**config.mk**
```make
export PLATFORM = sky130hd
export DESIGN_NAME = quad_timer_unit
export DESIGN_NICKNAME = d
export VERILOG_FILES = /design/src/rtl/qtu_pkg.sv /design/src/rtl/qtu_prescaler.sv /design/src/rtl/qtu_channel.sv /design/src/rtl/qtu_irq.sv /design/src/rtl/quad_timer_unit.sv
export SDC_FILE = /design/constraint.sdc
export NUM_CORES = 2
export LEC_CHECK = 0
export BUFFER_PORTS_ARGS = -buffer_cell sky130_fd_sc_hd__buf_2
export CORE_UTILIZATION = 35
export DETAILED_ROUTE_END_ITERATION = 8
export HOLD_SLACK_MARGIN = 0.12
export PLACE_DENSITY = 0.61
export SLEW_MARGIN = 15
export SYNTH_ARGS = -nofsm -noshare
export SYNTH_HDL_FRONTEND = slang
export SYNTH_SLANG_ARGS = --single-unit
```
**constraint.sdc**
```tcl
create_clock -name clk_i -period 2.68 [get_ports clk_i]
set_input_delay 0.134 -clock clk_i [delete_from_list [all_inputs] [get_ports clk_i]]
set_output_delay 0.134 -clock clk_i [all_outputs]
set_load 0.03 [all_outputs]
```
**src/rtl/qtu_pkg.sv**
```systemverilog
package qtu_pkg;

    localparam int DATA_W  = 32;
    localparam int PRESC_W = 8;

    // Control byte layout
    typedef struct packed {
        logic       enable;    // [7]
        logic       periodic;  // [6]
        logic [1:0] spare;     // [5:4]
        logic [1:0] divsel;    // [3:2]
        logic       wide;      // [1]
        logic       oneshot;   // [0]
    } qtu_ctrl_t;

    typedef enum logic [1:0] {
        SLOT_LOAD  = 2'd0,
        SLOT_VALUE = 2'd1,
        SLOT_CTRL  = 2'd2,
        SLOT_BACK  = 2'd3
    } qtu_slot_e;

    typedef enum logic [1:0] {
        IRQ_MASK   = 2'd0,
        IRQ_RAW    = 2'd1,
        IRQ_MASKED = 2'd2,
        IRQ_CLEAR  = 2'd3
    } qtu_irqreg_e;

    // Terminal phase count for each divider selection
    function automatic logic [PRESC_W-1:0] presc_last(input logic [1:0] sel);
        case (sel)
            2'b00:   presc_last = PRESC_W'(0);
            2'b01:   presc_last = PRESC_W'(15);
            default: presc_last = PRESC_W'(255);
        endcase
    endfunction

    function automatic logic [DATA_W-1:0] width_mask(input logic wide);
        width_mask = wide ? {DATA_W{1'b1}} : {{(DATA_W-16){1'b0}}, 16'hFFFF};
    endfunction

endpackage

```
**src/rtl/qtu_prescaler.sv**
```systemverilog
module qtu_prescaler
    import qtu_pkg::*;
(
    input  logic       clk_i,
    input  logic       rst_i,
    input  logic       run_i,
    input  logic       restart_i,
    input  logic [1:0] divsel_i,
    output logic       tick_o
);
    logic [PRESC_W-1:0] phase_q;
    logic               at_end;

    assign at_end = (phase_q >= presc_last(divsel_i));
    assign tick_o = run_i && !restart_i && at_end;

    always_ff @(posedge clk_i) begin
        if (rst_i || restart_i) begin
            phase_q <= '0;
        end else if (run_i) begin
            phase_q <= at_end ? '0 : phase_q + 1'b1;
        end
    end
endmodule

```
**src/rtl/qtu_channel.sv**
```systemverilog
module qtu_channel
    import qtu_pkg::*;
(
    input  logic              clk_i,
    input  logic              rst_i,
    input  logic              wr_load_i,
    input  logic              wr_ctrl_i,
    input  logic              wr_back_i,
    input  logic [DATA_W-1:0] wdata_i,
    output logic [7:0]        ctrl_o,
    output logic [DATA_W-1:0] load_o,
    output logic [DATA_W-1:0] back_o,
    output logic [DATA_W-1:0] value_o,
    output logic              tick_o,
    output logic              uflow_o
);
    qtu_ctrl_t         ctrl_q;
    logic [DATA_W-1:0] count_q, load_q, back_q, wmask, cur;
    logic              held_q, tick;

    qtu_prescaler u_presc (
        .clk_i     (clk_i),
        .rst_i     (rst_i),
        .run_i     (ctrl_q.enable),
        .restart_i (wr_load_i),
        .divsel_i  (ctrl_q.divsel),
        .tick_o    (tick)
    );

    assign wmask   = width_mask(ctrl_q.wide);
    assign cur     = count_q & wmask;
    assign uflow_o = tick && (cur == '0) && !(ctrl_q.oneshot && held_q);

    always_ff @(posedge clk_i) begin
        if (rst_i) begin
            ctrl_q  <= '0;
            load_q  <= '0;
            back_q  <= '0;
            count_q <= '0;
            held_q  <= 1'b0;
        end else begin
            if (wr_ctrl_i) ctrl_q <= qtu_ctrl_t'(wdata_i[7:0]);
            if (wr_back_i) back_q <= wdata_i;
            if (wr_load_i) begin
                load_q  <= wdata_i;
                count_q <= wdata_i & wmask;
                held_q  <= 1'b0;
            end else if (tick) begin
                if (cur != '0) begin
                    count_q <= cur - 1'b1;
                end else if (ctrl_q.oneshot) begin
                    count_q <= '0;
                    held_q  <= 1'b1;
                end else begin
                    count_q <= ctrl_q.periodic ? (back_q & wmask) : wmask;
                    held_q  <= 1'b0;
                end
            end
        end
    end

    assign ctrl_o  = ctrl_q;
    assign load_o  = load_q;
    assign back_o  = back_q;
    assign value_o = cur;
    assign tick_o  = tick;
endmodule

```
**src/rtl/qtu_irq.sv**
```systemverilog
module qtu_irq #(
    parameter int N = 4
) (
    input  logic         clk_i,
    input  logic         rst_i,
    input  logic [N-1:0] set_i,
    input  logic         mask_wr_i,
    input  logic         clr_wr_i,
    input  logic [N-1:0] wdata_i,
    output logic [N-1:0] mask_o,
    output logic [N-1:0] raw_o,
    output logic [N-1:0] masked_o,
    output logic         irq_o
);
    logic [N-1:0] mask_q, raw_q, clr_bits;

    assign clr_bits = clr_wr_i ? wdata_i : '0;

    always_ff @(posedge clk_i) begin
        if (rst_i) begin
            mask_q <= '0;
            raw_q  <= '0;
        end else begin
            if (mask_wr_i) mask_q <= wdata_i;
            raw_q <= (raw_q & ~clr_bits) | set_i;
        end
    end

    assign mask_o   = mask_q;
    assign raw_o    = raw_q;
    assign masked_o = raw_q & mask_q;
    assign irq_o    = |masked_o;
endmodule

```
**src/rtl/quad_timer_unit.sv**
```systemverilog
module quad_timer_unit
    import qtu_pkg::*;
#(
    parameter int N_TIMERS = 4,
    parameter int ADDR_W   = 8
) (
    input  logic              clk_i,
    input  logic              rst_i,
    input  logic              bus_we_i,
    input  logic [ADDR_W-1:0] bus_addr_i,
    input  logic [31:0]       bus_wdata_i,
    output logic [31:0]       bus_rdata_o,
    output logic              irq_o
);
    localparam int GW = ADDR_W - 4;

    logic [GW-1:0] grp;
    logic [1:0]    slot;
    logic          unused_addr;

    logic [N_TIMERS-1:0]             ld_wr, ct_wr, bg_wr, tick_w, uflow_w;
    logic [N_TIMERS-1:0][7:0]        ctrl_w;
    logic [N_TIMERS-1:0][DATA_W-1:0] load_w, back_w, val_w;
    logic [N_TIMERS-1:0]             mask_w, raw_w, masked_w;
    logic                            irq_grp, mask_wr, clr_wr;

    assign grp         = bus_addr_i[ADDR_W-1:4];
    assign slot        = bus_addr_i[3:2];
    assign unused_addr = ^bus_addr_i[1:0];
    assign irq_grp     = (grp == '0);
    assign mask_wr     = bus_we_i && irq_grp && (slot == IRQ_MASK);
    assign clr_wr      = bus_we_i && irq_grp && (slot == IRQ_CLEAR);

    for (genvar i = 0; i < N_TIMERS; i++) begin : g_tmr
        logic hit;
        assign hit      = bus_we_i && (grp == GW'(i + 1));
        assign ld_wr[i] = hit && (slot == SLOT_LOAD);
        assign ct_wr[i] = hit && (slot == SLOT_CTRL);
        assign bg_wr[i] = hit && (slot == SLOT_BACK);

        qtu_channel u_ch (
            .clk_i     (clk_i),
            .rst_i     (rst_i),
            .wr_load_i (ld_wr[i]),
            .wr_ctrl_i (ct_wr[i]),
            .wr_back_i (bg_wr[i]),
            .wdata_i   (bus_wdata_i),
            .ctrl_o    (ctrl_w[i]),
            .load_o    (load_w[i]),
            .back_o    (back_w[i]),
            .value_o   (val_w[i]),
            .tick_o    (tick_w[i]),
            .uflow_o   (uflow_w[i])
        );
    end

    qtu_irq #(.N(N_TIMERS)) u_irq (
        .clk_i     (clk_i),
        .rst_i     (rst_i),
        .set_i     (uflow_w),
        .mask_wr_i (mask_wr),
        .clr_wr_i  (clr_wr),
        .wdata_i   (bus_wdata_i[N_TIMERS-1:0]),
        .mask_o    (mask_w),
        .raw_o     (raw_w),
        .masked_o  (masked_w),
        .irq_o     (irq_o)
    );

    always_comb begin
        bus_rdata_o = '0;
        if (irq_grp) begin
            case (slot)
                IRQ_MASK:   bus_rdata_o[N_TIMERS-1:0] = mask_w;
                IRQ_RAW:    bus_rdata_o[N_TIMERS-1:0] = raw_w;
                IRQ_MASKED: bus_rdata_o[N_TIMERS-1:0] = masked_w;
                default:    bus_rdata_o = '0;
            endcase
        end
        for (int i = 0; i < N_TIMERS; i++) begin
            if (grp == GW'(i + 1)) begin
                case (slot)
                    SLOT_LOAD:  bus_rdata_o = load_w[i];
                    SLOT_VALUE: bus_rdata_o = val_w[i];
                    SLOT_CTRL:  bus_rdata_o = {24'd0, ctrl_w[i]};
                    default:    bus_rdata_o = back_w[i];
                endcase
            end
        end
    end
endmodule

```
== Yosys cells after proc, flatten, opt, wreduce, memory -nomap -nowiden ==
Cells that the tools add are included.
Storage, ports and cells
  output and inout bits: 33
  flip-flop bits (word level): 460
Cells by class
  $add $sub $neg: 8
  bitwise logic cells: 20
  eq/ne operators: 11
  mux-type cells: 47
  $lt $le $gt $ge: 4
  reduce and logical (&&, ||, !) cells: 78
Operators by type and width (number)
  $mux 32: 28
  $and 32x32->32: 12
  $pmux 32 s3: 4
  $logic_not 32->1: 4
  $reduce_bool 32->1: 4
  $sub 32x1->32 const B: 4
  $pmux 8 s2: 4
  $logic_and 1x1->1: 39
  $add 8x1->8 const B: 4
  $ge 8x8->1: 4
  $mux 8: 4
  $pmux 4 s3: 1
  $eq 2x1->1 const B: 5
  $logic_not 2->1: 5
  $and 4x4->4: 2
  $eq 4x2->1 const B: 2
  $logic_not 1->1: 8
  $mux 4: 2
  $reduce_and 2->1: 4
  $reduce_bool 2->1: 4
  $reduce_or 2->1: 4
  $eq 2x2->1 const B: 2
  $eq 4x1->1 const B: 1
  $eq 4x3->1 const B: 1
  other kinds (7): 16

== Depth between registers and ports, before layout ==
  depth after elaboration: 9
  gate-level depth with buffers: 12
  depth with buffers taken out: 8

== By module ==
From an unflattened synthesis, not the netlist that was laid out.
Unflattened totals
  cells, all modules: 3463
  area total of the unflattened synthesis: 28929.0 sq um
Modules (own cells, without submodules)
  qtu_channel (g_tmr[0].u_ch ...): area each 5522.8 sq um, cells each 665, sequential area each 2102.0 sq um, times used 3
  qtu_channel (g_tmr[3].u_ch): area each 5585.4 sq um, cells each 660, sequential area each 2102.0 sq um, times used 1
  quad_timer_unit: area each 3881.2 sq um, cells each 497, sequential area each 0.0 sq um, times used 1
  qtu_prescaler: area each 641.9 sq um, cells each 69, sequential area each 160.2 sq um, times used 4
  qtu_irq: area each 326.6 sq um, cells each 35, sequential area each 160.2 sq um, times used 1

== Worst setup path before layout ==
Ideal clock, no wire load.
  path type: register to register
  from: register g_tmr[1].u_ch.count_q[0]
  to: register g_tmr[1].u_ch.count_q[29]
  stages on the path, launching flop included: 11
  arrival time: 2.669 ns
  data required time: 2.592 ns
  path buffers: 2
  setup slack: -0.077 ns
  setup time: 0.088 ns
  cells stage by stage: dfxtp_1 -> inv_1 -> ha_1 -> or4b_1 -> clkbuf_1 -> or4_4 -> buf_6 -> or4_4 -> nor3_4 -> a31oi_1 -> a311oi_2
On the way
  cells in the longest elaborated chain, start to end: 5
  elaborated cells between the ends (all ways): 6
  those cells by class: add/sub (1); mux (3); bitwise (1); reduce/logical (1)
RTL lines
  start: declaration: line qtu_channel.sv:18  | logic [DATA_W-1:0] count_q, load_q, back_q, wmask, cur;
  start signal: assignment: line qtu_channel.sv:46  | count_q <= wdata_i & wmask;
  start signal: assignment: line qtu_channel.sv:50  | count_q <= cur - 1'b1;
  start signal: assignment: line qtu_channel.sv:55  | count_q <= ctrl_q.periodic ? (back_q & wmask) : wmask;
  $and 32x32->32 *: line qtu_channel.sv:31  | assign cur = count_q & wmask;
  $sub 32x1->32 or $reduce_bool 32->1 (tied branches): line qtu_channel.sv:50, qtu_channel.sv:49
  $mux 32 *: line qtu_channel.sv:49  | if (cur != '0) begin
  $mux 32 *: line qtu_channel.sv:48  | end else if (tick) begin
  $mux 32 *: line qtu_channel.sv:44  | if (wr_load_i) begin
Mark *: on every way between the ends. The rest lies on a longest branch, timed or not. The select of a mux whose other input is x is not followed.
A chain may end at the register's enable or synchronous reset.

== Final worst setup path ==
  from: register g_tmr[0].u_ch.ctrl_q, in the netlist g_tmr[0].u_ch.ctrl_o[1]
  to: output port bus_rdata_o[28]
On the way
  cells in the longest elaborated chain, start to end: 7
RTL lines
  start: declaration: line qtu_channel.sv:17  | qtu_ctrl_t ctrl_q;
  start signal: assignment: line qtu_channel.sv:42  | if (wr_ctrl_i) ctrl_q <= qtu_ctrl_t'(wdata_i[7:0]);
  $mux 32: line qtu_pkg.sv:40  | width_mask = wide ? {DATA_W{1'b1}} : {{(DATA_W-16){1'b0}}, 16'hFFFF};
  $and 32x32->32: line qtu_channel.sv:31
  $pmux 32 s3: line quad_timer_unit.sv:82  | case (slot)
  $mux 32 (4 in series): line quad_timer_unit.sv:81  | if (grp == GW'(i + 1)) begin
  end: declaration: line quad_timer_unit.sv:12  | output logic [31:0] bus_rdata_o,
No other way between the ends.

==> run_summary.xml <==
<?xml version="1.0" encoding="UTF-8"?>
<metrics>
  <group name="setup_path">
    <metric name="worst_ep_required_time" unit="ps">2550</metric>
    <metric name="timing.critical_path.mode_cell" unit="">sky130_fd_sc_hd__buf_4</metric>
    <metric name="critPathMaxFanout" unit="">13</metric>
    <metric name="cp_data_arrival_time" unit="ps">2580</metric>
    <metric name="crit_type" unit="">register to output pin</metric>
    <metric name="worstPathBufferInverterCount" unit="">3</metric>
    <metric name="cp_cell_sequence" unit="">buf_4 &gt; nand2_1 &gt; o21ai_0 &gt; a211oi_1 &gt; buf_4 &gt; o22ai_2 &gt; nand2_1 &gt; o21ai_1 &gt; buf_4</metric>
    <metric name="critical_path.endpoint_type" unit="">output pin</metric>
    <metric name="worst_path_dominant_cell_family" unit="">compound AO/OA/AOI/OAI gates</metric>
    <metric name="worstSetupStartpointType" unit="">register</metric>
    <metric name="cp_slowest_cell" unit="">sky130_fd_sc_hd__dfxtp_4</metric>
    <metric name="worst_path_largest_cell_delay" unit="ps">440</metric>
  </group>
  <group name="pwr">
    <metric name="max-vdd-ir-drop" unit="µV">554</metric>
    <metric name="static-leakage-power" unit="nW">11.4</metric>
    <metric name="power.density" unit="nW/µm²">507</metric>
  </group>
  <group name="cts">
    <metric name="clock_latency" unit="ps">620</metric>
    <metric name="cts_max_path_buffers" unit="">3</metric>
    <metric name="cts-buffers-inserted" unit="">52</metric>
    <metric name="h-tree-depth" unit="">2</metric>
    <metric name="path_clk_slew" unit="ps">60</metric>
    <metric name="cts_num_sinks" unit="">460</metric>
    <metric name="cts_tree" unit="">built</metric>
    <metric name="clock_tree_root_driver_cell" unit="">sky130_fd_sc_hd__clkbuf_16</metric>
  </group>
  <group name="route">
    <metric name="drt_pre_antenna_iters" unit="">6</metric>
    <metric name="drt-vias-per-instance" unit="">5.94</metric>
    <metric name="detail_route.iter0.violations" unit="">3552</metric>
    <metric name="num_vias" unit="">28543</metric>
    <metric name="ant_nets" unit="">0</metric>
    <metric name="avgRoutedWirePerCell" unit="µm">22.5</metric>
    <metric name="wirelength" unit="µm">108000</metric>
    <metric name="drt_drc_violations_left" unit="">0</metric>
  </group>
  <group name="yosys">
    <metric name="synthesis.nets" unit="">3729</metric>
    <metric name="synth_largest_area_cell" unit="">sky130_fd_sc_hd__dfxtp_1</metric>
    <metric name="synth_cell_type_count" unit="">85</metric>
    <metric name="synth_cells" unit="">3657</metric>
    <metric name="ys_top_cells_by_area" unit="">sky130_fd_sc_hd__dfxtp_1 (35%), sky130_fd_sc_hd__nand2_1 (11%), sky130_fd_sc_hd__a21oi_1 (9.1%), sky130_fd_sc_hd__o21ai_0 (4.4%), sky130_fd_sc_hd__clkbuf_1 (4.1%)</metric>
    <metric name="postSynthAreaPerCell" unit="µm²">7.26</metric>
    <metric name="synth.top_cell.area_share" unit="">0.347</metric>
    <metric name="synth-edff-count" unit="">0</metric>
    <metric name="postSynth.topFlopCell" unit="">sky130_fd_sc_hd__dfxtp_1</metric>
    <metric name="yosys_register_bits" unit="">460</metric>
    <metric name="synthesis.area" unit="µm²">26500</metric>
    <metric name="number_of_synthesis_warnings" unit="">0</metric>
    <metric name="async_flop_share" unit="">0</metric>
    <metric name="yosysSeqAreaShare" unit="">0.347</metric>
  </group>
  <group name="sta">
    <metric name="worstMarginPinSlew" unit="ps">1090</metric>
    <metric name="timing.final.max_slew_violations" unit="">0</metric>
    <metric name="fin_crit_sh" unit="">1.01</metric>
    <metric name="max_clock_freq" unit="GHz">0.368</metric>
    <metric name="setup_slack" unit="ps">-36.5</metric>
    <metric name="final.setup.tns" unit="ps">-36.5</metric>
    <metric name="number_of_hold_violations_in_the_final_report" unit="">0</metric>
    <metric name="timing.final.setup_violations" unit="">1</metric>
    <metric name="unrepaired_setup_endpoints_after_global_routing" unit="">yes</metric>
    <metric name="period_minus_slack" unit="ps">2720</metric>
    <metric name="max_slew_margin" unit="">0.276</metric>
    <metric name="timing.clock.skew" unit="ps">19.7</metric>
  </group>
  <group name="finish">
    <metric name="final_layout_size_suffix_gt1_frac" unit="">0.161</metric>
    <metric name="final.fill_count" unit="">7631</metric>
    <metric name="layout_stage_area_growth_over_the_synthesis_result" unit="%">20.5</metric>
    <metric name="layout.nets" unit="">3868</metric>
    <metric name="register_area" unit="µm²">9230</metric>
    <metric name="multi_input_area" unit="µm²">16200</metric>
  </group>
  <group name="global_route">
    <metric name="global_route.usage.total" unit="">0.273</metric>
    <metric name="grt_util_met3" unit="">0.0476</metric>
    <metric name="grt_use_met1" unit="">0.381</metric>
    <metric name="grt_max_degree" unit="">152</metric>
    <metric name="grt-busiest-layer" unit="">met2</metric>
    <metric name="first_global_vias" unit="">26656</metric>
    <metric name="grt.overflow.total" unit="">0</metric>
    <metric name="antenna_found_initial" unit="">6</metric>
    <metric name="global_route.usage.met2" unit="">0.425</metric>
    <metric name="grt_first_pass_wirelength" unit="µm">165000</metric>
  </group>
  <group name="worst_hold_path">
    <metric name="type_of_the_most_critical_hold_path" unit="">input pin to register</metric>
  </group>
  <group name="die">
    <metric name="design.die.area" unit="µm²">76900</metric>
    <metric name="die_w" unit="µm">277</metric>
    <metric name="core" unit="µm²">74700</metric>
    <metric name="io_pins" unit="">76</metric>
    <metric name="placement_rows" unit="">100</metric>
    <metric name="floorplan.die.height" unit="µm">277</metric>
    <metric name="effective_utilization_at_floorplan" unit="">0.355</metric>
  </group>
  <group name="place">
    <metric name="dp_slack" unit="ps">-7.80</metric>
    <metric name="place_hpwl" unit="µm">76400</metric>
    <metric name="gp_routability_congestion" unit="">0.967</metric>
    <metric name="port-buffer-count" unit="">73</metric>
  </group>
  <group name="run_status">
    <metric name="violations" unit="">setup timing</metric>
    <metric name="status" unit="">complete, but fails checks</metric>
  </group>
  <group name="job">
    <metric name="max_cap_viol_count" unit="">0</metric>
  </group>
</metrics>
-- final cells by class --
type	count	share of cell area
Multi-Input combinational cell	2810	0.507
Sequential cell	460	0.289
Timing Repair Buffer	419	0.105
Clock buffer	77	0.0490
Tap cell	969	0.0379
Inverter	53	0.00622
Clock inverter	17	0.00563
Antenna cell	3	0.000235
-- stage by stage --
step / hold WS [ps] / utilization / total power [W] / cells / cell area (µm²)
after detailed placement: 443 / 0.395 / 0.00879 / 4671 / 29500
final: 184 / 0.428 / 0.0162 / 4808 / 32000
after CTS: 140 / 0.424 / 0.0162 / 4800 / 31700
after floorplan: 281 / - / 0.00804 / 3657 / 26500
after global routing: 204 / 0.428 / 0.0167 / 4805 / 32000
after global placement: 438 / 0.395 / 0.00879 / 4671 / 29500
-- layer usage --
| metal | up-vias | part of all wire |
|---|---|---|
| met5 | - | 0.000074 |
| met4 | 2 | 0.029 |
| met3 | 204 | 0.097 |
| met2 | 1387 | 0.44 |
| met1 | 13630 | 0.43 |
| li1 | 13320 | - |
-- state kept, by name, indices dropped and copies added (netlist names) --
register,flops
g_tmr.u_ch.count_q,128
u_irq.mask_o,4
g_tmr.u_ch.u_presc.phase_q,32
u_irq.raw_o,4
g_tmr.u_ch.load_o,128
g_tmr.u_ch.back_o,128
g_tmr.u_ch.ctrl_o,32
g_tmr.u_ch.held_q,4
-- cell usage in the layout, fill, tap and decap left out, drive strengths merged, types with 18 or more instances in the layout --
| cell | synthesis | layout |
|---|---|---|
| a211oi | 33 | 33 |
| a21o | 21 | 21 |
| a21oi | 485 | 485 |
| a221oi | 33 | 33 |
| a22oi | 26 | 26 |
| a31oi | 68 | 68 |
| a32oi | 20 | 20 |
| buf | 41 | 382 |
| clkbuf | 293 | 79 |
| dfxtp | 460 | 460 |
| dlygate4sd3 | 0 | 34 |
| ha | 29 | 29 |
| inv | 50 | 50 |
| mux2i | 61 | 61 |
| mux4 | 28 | 28 |
| nand2 | 786 | 786 |
| nand2b | 44 | 44 |
| nand3 | 100 | 100 |
| nand4 | 20 | 20 |
| nor2 | 245 | 245 |
| nor2b | 20 | 20 |
| nor3 | 62 | 62 |
| nor3b | 18 | 18 |
| nor4 | 48 | 48 |
| o211ai | 38 | 38 |
| o21ai | 242 | 242 |
| o22ai | 36 | 36 |
| or3 | 24 | 24 |
| or4 | 28 | 28 |
| xnor2 | 32 | 32 |
| xor2 | 54 | 54 |
-- Yosys cell counts (all sizes together), types with 21 or more instances --
library cell and n:
a31oi 68, a21oi 485, or4 28, clkbuf 293
xnor2 32, ha 29, mux2i 61, a221oi 33
nand3 100, nor2 245, or3 24, o22ai 36
a21o 21, nand2b 44, a211oi 33, nand2 786
o211ai 38, nor3 62, nor4 48, xor2 54
mux4 28, inv 50, buf 41, a22oi 26
o21ai 242, dfxtp 460
-- worst min-delay path, delay by kind of cell --
kind,cells,cell delay (ps)
compound gates,1,60
buf+inv,2,390
simple gates,2,160
-- kinds of logic (layout without fill, tap and decap cells) --
family	Yosys count	count (layout)	synth area share
AND/OR/NAND/NOR	1461	1461	0.247
multiplexers	101	101	0.0519
XOR/XNOR	86	86	0.0284
adder cells (fa/ha/maj)	29	29	0.0137
other	0	3	0
flip-flops	460	460	0.347
buffers and inverters	387	566	0.0557
AO/OA/AOI/OAI	1133	1133	0.257
-- report_power, final --
group | total, W | switching (W) | internal [W]
clock network | 0.00746 | 0.00314 | 0.00432
registers | 0.00691 | 0.0000407 | 0.00687
logic | 0.00185 | 0.00121 | 0.000636
total | 0.0162 | 0.00440 | 0.0118
-- path summary, 6_finish.rpt --
path	startpoint	endpoint	slack [ps]	cells after the start
max	g_tmr[0].u_ch.ctrl_o[1]	bus_rdata_o[28]	-40	9
min	bus_addr_i[5]	u_irq.mask_o[2]	180	5
min reg2reg	g_tmr[2].u_ch.load_o[24]	g_tmr[2].u_ch.load_o[24]	450	2
max reg2reg	g_tmr[1].u_ch.count_q[5]	g_tmr[1].u_ch.count_q[25]	60	7
-- timing repair --
| action | 4_1_cts | 5_1_grt |
|---|---|---|
| endpoints found under the setup margin | 20 | 96 |
| gates cloned | 0 | 1 |
| gates resized for setup | 28 | 78 |
| setup buffers | 1 | 4 |
| pin swaps | 2 | 4 |
| hold endpoints to repair | 401 | 0 |
| hold buffers | 34 | 0 |
No activity file was read; power rests on OpenSTA's default activity.
